File: src/rtl/sinc_pkg.sv
package sinc_pkg;

  // Strobes and rate handed from the window control to the datapath.
  typedef struct packed {
    logic       clear;  // discard the partial window
    logic       accum;  // an enabled bit enters the count
    logic       dump;   // this enabled bit closes the window
    logic [1:0] rate;   // rate in force for the open window
  } winCtlT;

  function automatic int maxOf4(input int a, input int b, input int c, input int d);
    int m;
    m = a;
    if (b > m) m = b;
    if (c > m) m = c;
    if (d > m) m = d;
    return m;
  endfunction

endpackage

File: src/rtl/sinc_ctrl.sv
module sinc_ctrl
  import sinc_pkg::*;
#(
  parameter int RES0  = 12,
  parameter int RES1  = 14,
  parameter int RES2  = 15,
  parameter int RES3  = 16,
  parameter int CNT_W = 15
) (
  input  logic       clk,
  input  logic       rst,
  input  logic       modBitEn,
  input  logic [1:0] rateSel,
  input  logic       clrStart,
  output winCtlT     ctlOut
);

  localparam int RES_TAB [4] = '{RES0, RES1, RES2, RES3};

  logic [CNT_W-1:0] lastIdx [4];
  logic [CNT_W-1:0] winCnt;
  logic [1:0]       activeRate;
  logic             atLast;

  // Index of the last bit of each window (window = 2^(res-1) bits).
  for (genvar g = 0; g < 4; g++) begin : g_lastIdx
    assign lastIdx[g] = CNT_W'((1 << (RES_TAB[g] - 1)) - 1);
  end

  assign atLast = (winCnt == lastIdx[activeRate]);

  always_comb begin
    ctlOut.clear = clrStart;
    ctlOut.accum = modBitEn & ~clrStart;
    ctlOut.dump  = modBitEn & ~clrStart & atLast;
    ctlOut.rate  = activeRate;
  end

  always_ff @(posedge clk) begin
    if (rst) begin
      winCnt     <= '0;
      activeRate <= rateSel;
    end else if (ctlOut.clear || ctlOut.dump) begin
      winCnt     <= '0;
      activeRate <= rateSel;
    end else if (ctlOut.accum) begin
      winCnt <= winCnt + CNT_W'(1);
    end
  end

  AST_WIN_BOUND: assert property (@(posedge clk) disable iff (rst)
    winCnt <= lastIdx[activeRate]);

  AST_RATE_HOLD: assert property (@(posedge clk) disable iff (rst)
    !(clrStart || (modBitEn && atLast)) |=> $stable(activeRate));

  AST_GATED_IDLE: assert property (@(posedge clk) disable iff (rst)
    (!modBitEn && !clrStart) |=> $stable(winCnt));

endmodule

File: src/rtl/sinc_scale_clip.sv
module sinc_scale_clip #(
  parameter int RES0  = 12,
  parameter int RES1  = 14,
  parameter int RES2  = 15,
  parameter int RES3  = 16,
  parameter int ACC_W = 16,
  parameter int OUT_W = 16
) (
  input  logic [ACC_W-1:0] onesCount,
  input  logic [1:0]       rateIdx,
  output logic [OUT_W-1:0] codeOut
);

  localparam int SW = ACC_W + 2;
  localparam int RES_TAB [4] = '{RES0, RES1, RES2, RES3};

  logic signed [SW-1:0] lenTab [4];
  logic signed [SW-1:0] maxTab [4];
  logic signed [SW-1:0] minTab [4];
  logic signed [SW-1:0] scaled;
  logic signed [SW-1:0] clipped;

  for (genvar g = 0; g < 4; g++) begin : g_limits
    assign lenTab[g] = SW'(1 << (RES_TAB[g] - 1));
    assign maxTab[g] = lenTab[g] - SW'(1);
    assign minTab[g] = -lenTab[g];
  end

  always_comb begin
    // 2*count - window: bipolar, full scale equals the code range
    scaled = $signed({1'b0, onesCount, 1'b0}) - lenTab[rateIdx];
    if (scaled > maxTab[rateIdx])
      clipped = maxTab[rateIdx];
    else if (scaled < minTab[rateIdx])
      clipped = minTab[rateIdx];
    else
      clipped = scaled;
    codeOut = OUT_W'(clipped);
  end

endmodule

File: src/rtl/sinc_dp.sv
module sinc_dp
  import sinc_pkg::*;
#(
  parameter int RES0  = 12,
  parameter int RES1  = 14,
  parameter int RES2  = 15,
  parameter int RES3  = 16,
  parameter int ACC_W = 16,
  parameter int OUT_W = 16
) (
  input  logic             clk,
  input  logic             rst,
  input  logic             modBit,
  input  winCtlT           ctlIn,
  output logic [OUT_W-1:0] result,
  output logic             resultValid
);

  logic [ACC_W-1:0] onesAcc;
  logic [ACC_W-1:0] finalOnes;
  logic [OUT_W-1:0] code;

  assign finalOnes = onesAcc + ACC_W'(modBit);

  sinc_scale_clip #(
    .RES0(RES0), .RES1(RES1), .RES2(RES2), .RES3(RES3),
    .ACC_W(ACC_W), .OUT_W(OUT_W)
  ) u_clip (
    .onesCount(finalOnes),
    .rateIdx  (ctlIn.rate),
    .codeOut  (code)
  );

  always_ff @(posedge clk) begin
    if (rst) begin
      onesAcc <= '0;
    end else if (ctlIn.clear || ctlIn.dump) begin
      onesAcc <= '0;
    end else if (ctlIn.accum) begin
      onesAcc <= finalOnes;
    end
  end

  always_ff @(posedge clk) begin
    if (rst) begin
      result      <= '0;
      resultValid <= 1'b0;
    end else begin
      resultValid <= ctlIn.dump;
      if (ctlIn.dump) result <= code;
    end
  end

  AST_ACC_BOUND: assert property (@(posedge clk) disable iff (rst)
    onesAcc < ACC_W'(1 << (ACC_W - 1)));

  AST_VALID_PULSE: assert property (@(posedge clk) disable iff (rst)
    resultValid |=> !resultValid);

  AST_RESULT_HOLD: assert property (@(posedge clk) disable iff (rst)
    !ctlIn.dump |=> $stable(result));

  AST_CLEAR_EMPTY: assert property (@(posedge clk) disable iff (rst)
    ctlIn.clear |=> (onesAcc == '0) && !resultValid);

endmodule

File: src/rtl/sinc_decim.sv
module sinc_decim
  import sinc_pkg::*;
#(
  parameter int RES0  = 12,
  parameter int RES1  = 14,
  parameter int RES2  = 15,
  parameter int RES3  = 16,
  parameter int OUT_W = 16
) (
  input  logic             clk,
  input  logic             rst,
  input  logic             modBit,
  input  logic             modBitEn,
  input  logic [1:0]       rateSel,
  input  logic             clrStart,
  output logic [OUT_W-1:0] result,
  output logic             resultValid
);

  localparam int MAX_RES = maxOf4(RES0, RES1, RES2, RES3);
  localparam int CNT_W   = MAX_RES - 1;
  localparam int ACC_W   = MAX_RES;

  winCtlT winCtl;

  sinc_ctrl #(
    .RES0(RES0), .RES1(RES1), .RES2(RES2), .RES3(RES3), .CNT_W(CNT_W)
  ) u_ctrl (
    .clk     (clk),
    .rst     (rst),
    .modBitEn(modBitEn),
    .rateSel (rateSel),
    .clrStart(clrStart),
    .ctlOut  (winCtl)
  );

  sinc_dp #(
    .RES0(RES0), .RES1(RES1), .RES2(RES2), .RES3(RES3),
    .ACC_W(ACC_W), .OUT_W(OUT_W)
  ) u_dp (
    .clk        (clk),
    .rst        (rst),
    .modBit     (modBit),
    .ctlIn      (winCtl),
    .result     (result),
    .resultValid(resultValid)
  );

endmodule

File: config.mk
export PLATFORM = sky130hd
export DESIGN_NAME = sinc_decim
export DESIGN_NICKNAME = d
export VERILOG_FILES = /design/src/rtl/sinc_pkg.sv /design/src/rtl/sinc_ctrl.sv /design/src/rtl/sinc_scale_clip.sv /design/src/rtl/sinc_dp.sv /design/src/rtl/sinc_decim.sv
export SDC_FILE = /design/constraint.sdc
export NUM_CORES = 1
export LEC_CHECK = 0
export ABC_AREA = 1
export ABC_CLOCK_PERIOD_IN_PS = 8500
export BUFFER_PORTS_ARGS = -buffer_cell sky130_fd_sc_hd__buf_2
export CORE_MARGIN = 2
export CORE_UTILIZATION = 55
export CTS_CLUSTER_DIAMETER = 200
export CTS_CLUSTER_SIZE = 40
export DETAILED_ROUTE_END_ITERATION = 8
export PLACE_DENSITY = 0.74
export SYNTH_ARGS = -nofsm -noshare
export SYNTH_HDL_FRONTEND = slang
export SYNTH_SLANG_ARGS = --single-unit
File: constraint.sdc
create_clock -name clk -period 8.5 [get_ports clk]
set_clock_uncertainty 0.2 [all_clocks]
set_input_delay 1.7 -clock clk [delete_from_list [all_inputs] [get_ports clk]]
set_output_delay 1.7 -clock clk [all_outputs]
set_load 0.01 [all_outputs]
; Yosys cells after proc, flatten, opt, wreduce, memory -nomap -nowiden
; Cells that the tools add are included.
[classes]
addsub = 3
n_reduce_logical = 3
bitwise = 4
eq_ne = 1
n_mux = 16
order_cmp = 3
[op_table]
columns = operator, n
row1 = $bmux W18 S2, 3
row2 = $mux W18, 6
row3 = $mux W16, 2
row4 = $bmux W15 S2, 1
row5 = $mux W15, 2
row6 = $gt A18 B18 Y1, 1
row7 = $lt A18 B18 Y1, 1
row8 = $sub A18 B18 Y18, 1
row9 = $add A16 B1 Y16, 1
row10 = $add A15 B1 Y15 const B, 1
row11 = $eq A15 B15 Y1, 1
row12 = $mux W2, 2
row13 = $ge A3 B3 Y1 const B, 1
row14 = $not A2 Y3, 1
row15 = $and A1 B1 Y1, 2
row16 = $reduce_bool A2 Y1, 1
row17 = $reduce_or A2 Y1, 1
row18 = $logic_or A1 B1 Y1, 1
row19 = $not A1 Y1, 1
[word_totals]
input_bits = 7
regBits = 50
out_inout_bits = 17

; Longest topological paths before layout
; Gate-level depths: netlist (run 1).
[logic_depth]
ltp_word = 9
ltp_mapped = 25

; By module
; From an unflattened synthesis (run 1), not the netlist that was laid out.
[hier_totals]
hier_cells = 499
hier_area_um2 = 3295.7
[modules_own_cells]
columns = mod, cells_per_inst, area_each_um2, seq_area_each_um2, instances
row1 = sinc_dp, 241, 1621.6, 660.6, 1
row2 = sinc_ctrl, 141, 1012.2, 360.3, 1
row3 = sinc_scale_clip, 117, 661.9, 0.0, 1

; Worst setup path before layout (run 1)
; OpenSTA, ideal clock, no wires.
[synth_timing]
path_type = input to register
from = in modBit
to = reg u_dp.result[12]
setup_ps = 122
stages = 20
setup_slack_ps = 3482
required_time_ps = 8178
arrival_time_ps = 4696
path_cell_list = ha_1 > ha_1 > nand2_1 > nor2_1 > inv_1 > nor2_1 > a41o_2 > nand2_1 > ha_1 > ha_1 > xnor2_1 > ha_1 > a21oi_1 > a21oi_1 > nor3b_1 > nand3_4 > nand2_4 > nand2_2 > nor2_1 > nor3_2
[synth_via]
elab_chain_cells = 5
[synth_lines]
columns = item, line_no
row1 = from (decl), sinc_decim.sv:12  ; input logic modBit,
row2 = $add A16 B1 Y16 *, sinc_dp.sv:23  ; assign finalOnes = onesAcc + ACC_W'(modBit);
row3 = $sub A18 B18 Y18 *, sinc_scale_clip.sv:31  ; scaled = $signed({1'b0, onesCount, 1'b0}) - lenTab[rateIdx];
row4 = $lt A18 B18 Y1, sinc_scale_clip.sv:34  ; else if (scaled < minTab[rateIdx])
row5 = $mux W16, sinc_scale_clip.sv:34
row6 = $mux W16 *, sinc_scale_clip.sv:32  ; if (scaled > maxTab[rateIdx])
row7 = to (signal assigned), sinc_dp.sv:50  ; if (ctlIn.dump) result <= code;
row8 = to (decl), sinc_dp.sv:15  ; output logic [OUT_W-1:0] result,
; Mark *: on every way between the ends. The rest lies on a longest branch, timed or not.
; A chain may end at the register's enable or synchronous reset.

; Worst setup path after layout (run 1)
[layout_timing]
from = in modBit
to = reg u_dp.result[11]
[layout_via]
elab_chain_cells = 5
[layout_lines]
columns = item, line_no
row1 = $add A16 B1 Y16 *, sinc_dp.sv:23
row2 = net u_dp.finalOnes[12], sinc_dp.sv:20  ; logic [ACC_W-1:0] finalOnes;
row3 = $sub A18 B18 Y18 *, sinc_scale_clip.sv:31
row4 = $lt A18 B18 Y1, sinc_scale_clip.sv:34
row5 = $mux W16, sinc_scale_clip.sv:34
row6 = $mux W16 *, sinc_scale_clip.sv:32
; The timed path passes the listed nets; every way through them passes the cells marked *.

==> flow_summary_export.csv, run 1 <==
group,metric,value,unit
status,status,"finished, final reports clean",
clocking,insertion_delay,0.30,ns
synth,yosys_warnings,0,
worst_hold_path,hold_class,"flip-flop to flip-flop",
global_routing,grt_pass1_vias,2397,
floorplan,std_cell_rows,26,
finish,n_antenna_cell,0,
setup_path,crit_type,"input pin to flip-flop",
finish,drive_gt1_frac,0.169,
synth,synth_top_cell_area_share,0.334,
clocking,post_cts_resized,0,
setup_path,worstSetupStartpoint,"modBit",
power,leakage,0.00133,uW
setup_path,cp-end-kind,"flip-flop",
finish,layout_common_cells,"nand2_1, dfxtp_1, a21oi_1, inv_1, nor2_1",
power,pwr_density_cell,150,nW/um^2
power,peakVddDrop,92.8,uV
synth,synthTopCellsByArea,"dfxtp_1, nand2_1, a21oi_1",
clocking,cts_buffers,5,
route,num_vias,2511,
synth,post_synth_num_cell_types,36,
floorplan,fp.coreArea,5070,um^2
setup_path,crit_end,"u_dp.result[11]$_SDFFE_PP0P_",
setup_path,critical_path.slowest_cell,"nor3b_1",
synth,synth-seq-area-share,0.355,
global_routing,antenna_found_initial,0,
setup_path,reg2reg_to,"u_dp.result[11]$_SDFFE_PP0P_",
synth,ys_ff_latch,50,
setup_path,cp-start-kind,"input pin",
route,antenna_left,0,
clocking,cts_tree,"yes",
finish,postLayoutCellArea,3160,um^2
route,avgViaCountPerCell,5.18,
finish,nets,437,
sta,tightest_slew,0.705,ns
sta,tns,0,ns
route,wl_per_cell,12.1,um
setup_path,worstPathArrival,5.29,ns
sta,hold_viol,0,
floorplan,die-area,5820,um^2
synth,synth-async-reset-ratio,0,
global_routing,grt_overflow_total,0,
setup_path,cp.depth,22,
placed_design,placed_cell_area,3050,um^2
setup_path,path_cells,"buf_2 > ha_1 > ha_1 > nand2_1 > nor2_1 > inv_1 > nor2_1 > nand2_1 > nor2_1 > xor2_1 > ha_1 > xnor2_1 > ha_1 > a21oi_1 > a21oi_1 > nor3b_1 > nand3_4 > nand2_4 > nand2_2 > nor2_1 > nor2_1 > nor2_1",
clocking,clkSinkCount,50,
sta,period_needed,5.24,ns
finish,final_common_cell,"nand2_1",
job,drv_cap,0,
synth,syn-instance-count,390,
sta,fmax,191,MHz
synth,yosysTopAreaCell,"dfxtp_1",
sta,post-route-period-util,0.617,
route,drtIter0Drc,113,
global_routing,grt_usage,0.217,
floorplan,die_x,76.3,um
synth,synth.cell_area,2880,um^2
route,drcViolationCount,0,
synth,ys.flop_type,"dfxtp_1",
clocking,clk_pin_slew,0.09,ns
clocking,cts_hold_buffers,0,
placed_design,hpwl,4500,um
setup_path,critPathMostFrequentCell,"nor2_1",
clocking,cts_setup_buffers,0,
route,dr.pass1.iters,7,
setup_path,worst-path-buf-inv,2,
route,routed_wl,5890,um
setup_path,r2r-start,"u_dp.onesAcc[0]$_SDFFE_PP0P_",
global_routing,grt_max_degree,26,
placed_design,gp_congestion,0.846,
synth,synth_edf_count,2,
setup_path,critical_path.top_delay_family,"simple AND/OR/NAND/NOR gates",
clocking,root_buffer,"clkbuf_8",
setup_path,reg2regPathDepth,21,
floorplan,io_pins,24,
setup_path,max_stage_delay,0.35,ns
sta,relSlewSlack,0.529,
setup_path,worst-r2r-setup-slack,4.38,ns
clocking,htree_levels,2,
setup_path,cp.required,8.55,ns
floorplan,start_util,0.567,
floorplan,die_y,76.3,um
synth,syn-mean-instance-area,7.37,um^2
setup_path,worstPathMaxFanout,9,
global_routing,grt_pass1_wl,10500,um
clocking,clockBufferDepth,2,
sta,grt_setup_unrepaired,"false",
synth,syn_nets,413,
sta,setup_viol,0,
sta,final-max-slew-violation-count,0,
finish,syn_to_final_growth,10.0,%
placed_design,portBuffers,23,
-- per-layer routing --
metal,routed length [um],part of all wire,up-vias,global-route usage
met4,108,0.018,0,0.0691
met2,2600,0.44,42,0.349
met5,0,0,-,0
li1,-,-,1321,-
met3,225,0.038,12,0.0320
met1,2950,0.50,1136,0.302
-- power breakdown --
group | switching, uW | internal (uW)
registers | 2.63 | 238
logic | 48.5 | 24.4
clock network | 77.7 | 82.3
total | 129 | 345
-- logic make-up (layout without fill, tap and decap cells) --
family,count (synthesis),in the layout,synth area share
buffers and inverters,56,81,0.0748
XOR/XNOR,16,16,0.0487
AO/OA/AOI/OAI,73,73,0.138
AND/OR/NAND/NOR,179,179,0.314
flip-flops,50,50,0.355
adder cells (fa/ha/maj),16,16,0.0696
-- worst min path at each step --
stage                                         from                             end  slack, ns  cells past startpoint
floorplan           u_ctrl.winCnt[10]$_SDFFE_PP0P_  u_ctrl.winCnt[10]$_SDFFE_PP0P_       0.24                      2
global placement    u_ctrl.winCnt[10]$_SDFFE_PP0P_  u_ctrl.winCnt[10]$_SDFFE_PP0P_       0.25                      2
detailed placement     u_dp.result[7]$_SDFFE_PP0P_     u_dp.result[7]$_SDFFE_PP0P_       0.26                      2
CTS                    u_dp.result[7]$_SDFFE_PP0P_     u_dp.result[7]$_SDFFE_PP0P_       0.27                      2
global route          u_dp.result[15]$_SDFFE_PP0P_    u_dp.result[15]$_SDFFE_PP0P_       0.30                      2
finish                 u_dp.result[2]$_SDFFE_PP0P_     u_dp.result[2]$_SDFFE_PP0P_       0.27                      2
-- registers in the layout, summed over array words and instances (netlist names) --
signal             count
u_dp.onesAcc          16
u_dp.result           16
u_ctrl.winCnt         15
u_ctrl.activeRate      2
u_dp.resultValid       1
-- worst register-to-register path: stages, from the launching register on --
cell and delay [ns]:
dfxtp_1 0.35, ha_1 0.17, ha_1 0.18, nand2_1 0.08
nor2_1 0.14, inv_1 0.08, nor2_1 0.25, nand2_1 0.12
nor2_1 0.12, xor2_1 0.23, ha_1 0.33, xnor2_1 0.29
ha_1 0.32, a21oi_1 0.16, a21oi_1 0.08, nor3b_1 0.35
nand3_4 0.16, nand2_4 0.15, nand2_2 0.07, nor2_1 0.13
nor2_1 0.06, nor2_1 0.07
-- metrics by stage --
stage                     std cells  power, uW  setup WS, ns   util  hold slack [ns]
final                           485        473          3.26  0.623            0.267
after global routing            485        497          2.78  0.623            0.304
after CTS                       485        477          3.26  0.623            0.270
after detailed placement        477        319          2.96  0.602            0.256
after global placement          477        318          3.06  0.602            0.253
after floorplan                 390        304          3.48      -            0.239
-- cell type report --
type                            instances  area [um^2]
Multi-Input combinational cell        284         1640
Timing Repair Buffer                   23          115
Clock buffer                            8          110
Tap cell                               70         87.6
Fill cell                             495         1910
Inverter                               50          190
Sequential cell                        50         1020
-- cells in the mapped netlist (5+ instances only) --
master,count
nand2_1,81
dfxtp_1,48
a21oi_1,46
inv_1,45
nor2_1,31
ha_1,16
o21ai_0,16
nand3_1,14
nand4_1,11
xor2_1,10
nor2_2,7
nand2_2,6
xnor2_1,6
nor3_1,5
or2_2,5
No activity file was read; power rests on OpenSTA's default activity.
==> run 2, diff against run 1 <==
- ABC_AREA: 1 -> 0
- ABC_CLOCK_PERIOD_IN_PS: 8500 -> 5200
- clock period: 8.5 -> 5.2 ns (I/O delays scaled with it)
==> run 2 against run 1 <==
Sequential power grew 62%. Register-to-register slack lost 3.7 ns. Synthesized cell count shrank 13%. Global-route usage grew 0.96 points. Critical endpoint is now u_dp.result[12]$_SDFFE_PP0P_.
==> flow_summary_export.csv, run 2 <==
group,metric,value,unit
global_routing,grt_pass1_vias,2154,
clocking,clkSinkCount,50,
floorplan,start_util,0.582,
route,drtIter0Drc,105,
route,num_vias,2339,
sta,grt_setup_unrepaired,"false",
setup_path,critical_path.slowest_cell,"o32ai_2",
synth,synth_compound_area_frac,0.102,
placed_design,pre_cts_ws,-0.101,ns
sta,relSlewSlack,0.550,
synth,synthMuxAreaShare,0.00357,
clocking,clk_pin_slew,0.08,ns
setup_path,cp-start-kind,"input pin",
finish,layout_common_cells,"nor2_1, dfxtp_1, nand2_1, buf_2",
finish,top_regs,"u_dp.onesAcc (16), u_dp.result (16), u_ctrl.winCnt (15)",
sta,tightest_slew,0.669,ns
synth,synth_top_cell_area_share,0.343,
route,wl_per_cell,13.7,um
synth,synth_top_family_by_area,"simple AND/OR/NAND/NOR gates",
route,antenna_left,0,
floorplan,die_y,75.4,um
synth,syn-mean-instance-area,8.27,um^2
synth,synth_edf_count,2,
setup_path,r2r-start,"u_dp.onesAcc[0]$_SDFFE_PP0P_",
finish,drive_gt1_frac,0.183,
floorplan,fp.coreArea,4820,um^2
synth,post_synth_num_cell_types,43,
route,avgViaCountPerCell,5.33,
worst_hold_path,holdPathStages,2,
power,leakage,0.00126,uW
synth,syn-instance-count,339,
setup_path,worst-path-buf-inv,2,
sta,period_needed,4.99,ns
global_routing,grt_pass1_wl,9890,um
global_routing,grt_usage,0.227,
clocking,htree_levels,2,
setup_path,max_stage_delay,0.32,ns
synth,synth-async-reset-ratio,0,
power,total_power,741,uW
job,drv_cap,0,
synth,yosys.area_share.simple,0.282,
finish,n_antenna_cell,0,
global_routing,grt_overflow_total,0,
clocking,cts_tree,"yes",
setup_path,reg2regPathDepth,22,
synth,synthXorXnorAreaFrac,0.137,
placed_design,hpwl,4430,um
sta,whs,0.240,ns
sta,setup_viol,0,
synth,post-synth-top-count-cell,"nor2_1",
setup_path,cp-end-kind,"flip-flop",
setup_path,cp.required,5.18,ns
floorplan,die_x,75.4,um
setup_path,critPathMostFrequentCell,"and3_4",
sta,post-route-period-util,0.959,
sta,hold_viol,0,
floorplan,std_cell_rows,25,
floorplan,io_pins,24,
placed_design,gp_congestion,0.859,
finish,syn_to_final_growth,12.9,%
sta,finalWorstSetupSlack,0.213,ns
route,dr.pass1.iters,4,
synth,yosysTopAreaCell,"dfxtp_1",
finish,final_common_cell,"nor2_1",
synth,synth-seq-area-share,0.364,
setup_path,worstPathMaxFanout,6,
clocking,clockBufferDepth,2,
synth,synth.cell_area,2800,um^2
clocking,insertion_delay,0.30,ns
route,routed_wl,6030,um
setup_path,crit_type,"input pin to flip-flop",
route,drcViolationCount,0,
synth,syn_nets,362,
worst_hold_path,min-delay-start,"u_dp.result[5]$_SDFFE_PP0P_",
power,pwr_density_cell,234,nW/um^2
worst_hold_path,whs_endpoint,"u_dp.result[5]$_SDFFE_PP0P_",
setup_path,reg2reg_to,"u_dp.result[12]$_SDFFE_PP0P_",
sta,tns,0,ns
setup_path,path_cells,"buf_2 > ha_2 > ha_2 > nand3_1 > nor2_2 > and3_4 > and3_4 > and3_4 > xor2_1 > ha_1 > nand2b_1 > o32ai_2 > xor2_1 > inv_1 > ha_4 > nor2_1 > o21ai_0 > a21oi_1 > o211ai_1 > and4_4 > and2_1 > o21ai_2 > o2111ai_1",
setup_path,critical_path.top_delay_family,"simple AND/OR/NAND/NOR gates",
clocking,cts_buffers,5,
setup_path,worst-r2r-setup-slack,0.69,ns
setup_path,worstSetupStartpoint,"modBit",
power,peakVddDrop,124,uV
synth,synthTopCellsByArea,"dfxtp_1, nor2_1, ha_1",
setup_path,worstPathArrival,4.96,ns
placed_design,portBuffers,23,
synth,ys_ff_latch,50,
floorplan,die-area,5680,um^2
clocking,root_buffer,"clkbuf_8",
global_routing,antenna_found_initial,0,
global_routing,grt_max_degree,19,
synth,yosys_warnings,0,
status,status,"finished, final reports clean",
finish,nets,395,
synth,yosys-top-cells-count,"nor2_1, dfxtp_1, nand2_1, xnor2_1, xor2_1",
synth,synthAdderAreaFrac,0.0714,
synth,ys.flop_type,"dfxtp_1",
sta,fmax,201,MHz
worst_hold_path,hold_class,"flip-flop to flip-flop",
sta,final-max-slew-violation-count,0,
[run 2: repair_timing]
item,CTS,global route
endpoints found under the hold margin,0,0
hold buffers,0,0
gates resized for setup,0,8
setup buffers,0,5
setup endpoints to repair,0,12
[run 2: area by class of cell]
cell class | count | area (um^2)
inverters | 9 | 33.8
repair buffers | 38 | 228
multi-input cells | 268 | 1720
clock buffers | 7 | 76.3
well taps | 67 | 83.8
fillers | 460 | 1650
flip-flops and latches | 50 | 1020
[run 2: kinds of logic (layout without fill, tap and decap cells)]
family          Yosys count  after routing
flops                    50             50
compound gates           46             46
mux                       1              1
fa+ha+maj                16             16
xor+xnor                 44             44
buf+inv                  22             54
simple gates            160            161
[run 2: through the flow]
| stage | utilization | cell area (um^2) | std cells |
|---|---|---|---|
| 2_1_floorplan | - | 2800 | 339 |
| 3_3_place_gp | 0.623 | 3000 | 426 |
| 3_5_place_dp | 0.623 | 3000 | 426 |
| 4_1_cts | 0.639 | 3080 | 433 |
| 5_1_grt | 0.657 | 3160 | 439 |
| 6_report | 0.657 | 3160 | 439 |
[run 2: worst max path at each step]
stage / to / cells past startpoint
global route: u_dp.result[12]$_SDFFE_PP0P_ / 23
global placement: u_dp.result[12]$_SDFFE_PP0P_ / 23
finish: u_dp.result[12]$_SDFFE_PP0P_ / 23
floorplan: u_dp.result[12]$_SDFFE_PP0P_ / 22
detailed placement: u_dp.result[11]$_SDFFE_PP0P_ / 23
CTS: u_dp.result[11]$_SDFFE_PP0P_ / 23
[run 2: layer usage]
layer  vias up  wire [um]  GRT usage
li1       1212          -          -
met1      1084       2980      0.317
met2        34       2710      0.356
met3         9        226     0.0437
met4         0        112     0.0682
met5         -          0          0
[run 2: tightest hold or removal path, stage by stage (launching register included)]
cell	delay, ns
dfxtp_1	0.32
nand2_1	0.05
nand2_1	0.04
[run 2: power breakdown]
part           internal, uW  leakage (uW)  total, uW  switching [uW]
clock                  92.9     0.0000383        213             120
sequential              387      0.000407        390            2.47
combinational          58.2      0.000813        138            79.8
total                   538       0.00126        741             202
==> run 3, diff against run 2 <==
- ABC_CLOCK_PERIOD_IN_PS: 5200 -> 5600
- CORE_UTILIZATION: 55 -> 47
- PLACE_DENSITY: 0.74 -> 0.65
- clock period: 5.2 -> 5.6 ns (I/O delays scaled with it)
==> run 3 against run 2 <==
Global-route usage down 3.5 points. Critical endpoint is now u_dp.result[11]$_SDFFE_PP0P_. Routed wire length shrank 5.8%. First-iteration DRC count up 2.9%. Critical path type unchanged. Non-clock buffer count decreased by 8. Combinational power decreased by 20%. Worst hold slack hardly changed. Die area grew 16%. Via count is 3.5% lower. Design area fell by 1.1%. Count of clock-buffer cells in the layout down 2. Setup slack gained 0.15 ns.
==> flow_summary_export.csv, run 3 (synthesis results as in run 2) <==
group,metric,value,unit
clocking,cts_hold_buffers,0,
global_routing,grt_overflow_total,0,
finish,final_common_cell,"nor2_1",
finish,layout_common_cells,"nor2_1, dfxtp_1, nand2_1, buf_2",
clocking,cts_buffers,5,
setup_path,worstPathMaxFanout,13,
global_routing,grt_usage,0.192,
finish,final.fill_count,572,
clocking,insertion_delay,0.31,ns
clocking,root_buffer,"clkbuf_8",
finish,utilization,0.534,
route,drcViolationCount,0,
sta,period_needed,5.24,ns
power,swShare,0.273,
setup_path,cp-start-kind,"input pin",
worst_hold_path,hold_class,"flip-flop to flip-flop",
global_routing,grt_pass1_wl,9670,um
sta,post-route-period-util,0.936,
finish,top_regs,"u_dp.onesAcc (16), u_dp.result (16), u_ctrl.winCnt (15)",
finish,drive_gt1_frac,0.165,
setup_path,cp.required,5.59,ns
route,antenna_left,0,
route,avgViaCountPerCell,5.14,
power,leakage,0.00124,uW
floorplan,die_y,81.2,um
route,wl_per_cell,12.9,um
global_routing,grt_pass1_vias,2068,
finish,n_antenna_cell,0,
floorplan,die-area,6600,um^2
power,comb_power_share,0.148,
sta,setup_viol,0,
placed_design,portBuffers,23,
power,peakVddDrop,162,uV
finish,nets,386,
floorplan,die_x,81.2,um
clocking,cts_tree,"yes",
power,pwr-share-clk,0.363,
clocking,htree_levels,2,
route,drtIter0Drc,108,
setup_path,crit_type,"input pin to flip-flop",
floorplan,std_cell_rows,28,
placed_design,gp_congestion,0.919,
route,num_vias,2257,
sta,finalWorstSetupSlack,0.359,ns
sta,tightest_slew,0.752,ns
sta,relSlewSlack,0.499,
setup_path,worstPathArrival,5.23,ns
placed_design,pre_cts_ws,-0.0429,ns
power,pwr-share-seq,0.489,
power,internal-power,538,uW
route,dr.pass1.iters,4,
floorplan,io_pins,24,
power,total_power,740,uW
status,status,"finished, final reports clean",
placed_design,hpwl,4260,um
floorplan,fp.coreArea,5850,um^2
finish,syn_to_final_growth,11.6,%
sta,hold_viol,0,
job,drv_cap,0,
sta,grt_setup_unrepaired,"false",
clocking,clk_pin_slew,0.10,ns
sta,tns,0,ns
global_routing,grt_max_degree,23,
clocking,clkSinkCount,50,
global_routing,antenna_found_initial,0,
floorplan,start_util,0.479,
sta,fmax,191,MHz
power,power_switching,202,uW
clocking,clockBufferDepth,2,
route,routed_wl,5680,um
power,pwr_density_cell,237,nW/um^2
sta,final-max-slew-violation-count,0,
setup_path,cp-end-kind,"flip-flop",
## run 3: cell count changes in the layout (fill, tap and decap cells not counted), sizes merged
cell	before	now
bufinv	0	1
clkbuf	7	5
and4	2	1
inv	9	11
buf	38	30
## run 3: cell type report
type                       instances  area, um^2  area share
inverter                           9        33.8      0.0108
clock inverter                     3        47.5      0.0152
clock buffer                       5        68.8      0.0220
sequential                        50        1020       0.327
tap                               75        93.8      0.0300
timing repair buffer              30         168      0.0536
multi-input combinational        267        1690       0.542
## run 3: worst max-delay path: stages
cell and delay (ns):
buf_2 0.08, ha_1 0.20, ha_2 0.23, nand3_2 0.12, nor2_2 0.15, and3_4 0.22
and3_1 0.21, and3_4 0.22, xor2_1 0.07, ha_1 0.25, nand2b_1 0.18, o32ai_2 0.32
xor2_1 0.22, inv_1 0.09, ha_1 0.31, nor2_1 0.09, o21ai_0 0.11, a21oi_1 0.20
o211ai_1 0.11, and4_4 0.26, and2_1 0.17, o21ai_1 0.17, o2111ai_1 0.13
## run 3: power groups by stage
| stage | registers (uW) | clock network [uW] | logic (uW) |
|---|---|---|---|
| detailed placement | 370 | 0 | 104 |
| global placement | 370 | 0 | 102 |
| global route | 362 | 291 | 124 |
| CTS | 362 | 277 | 105 |
| finish | 362 | 269 | 110 |
| floorplan | 369 | 0 | 87.1 |
## run 3: through the flow
step	instance area (um^2)	hold WS [ns]	cells
finish	3130	0.240	439
global route	3130	0.260	439
CTS	3080	0.246	436
detailed placement	2970	0.228	428
global placement	2970	0.225	428
floorplan	2800	0.240	339
## run 3: what timing repair did
item	4_1_cts	5_1_grt
setup endpoints to repair	0	12
buffers inserted	0	3
gates resized for setup	0	6
## run 3: routing by layer
layer,wire (um),up-vias,track usage,share of wire
met5,0,-,0,0
met4,71,0,0.0695,0.012
met3,249,5,0.0422,0.044
met2,2660,36,0.305,0.47
met1,2700,1029,0.256,0.47
li1,-,1187,-,-
## run 3: path summary, 6_finish.rpt
check / startpoint / end / slack [ns] / depth (start not counted)
max: modBit / u_dp.result[11]$_SDFFE_PP0P_ / 0.36 / 23
min: u_dp.result[7]$_SDFFE_PP0P_ / u_dp.result[7]$_SDFFE_PP0P_ / 0.24 / 2
max reg2reg: u_dp.onesAcc[0]$_SDFFE_PP0P_ / u_dp.result[11]$_SDFFE_PP0P_ / 0.90 / 22
min reg2reg: u_dp.result[7]$_SDFFE_PP0P_ / u_dp.result[7]$_SDFFE_PP0P_ / 0.24 / 2
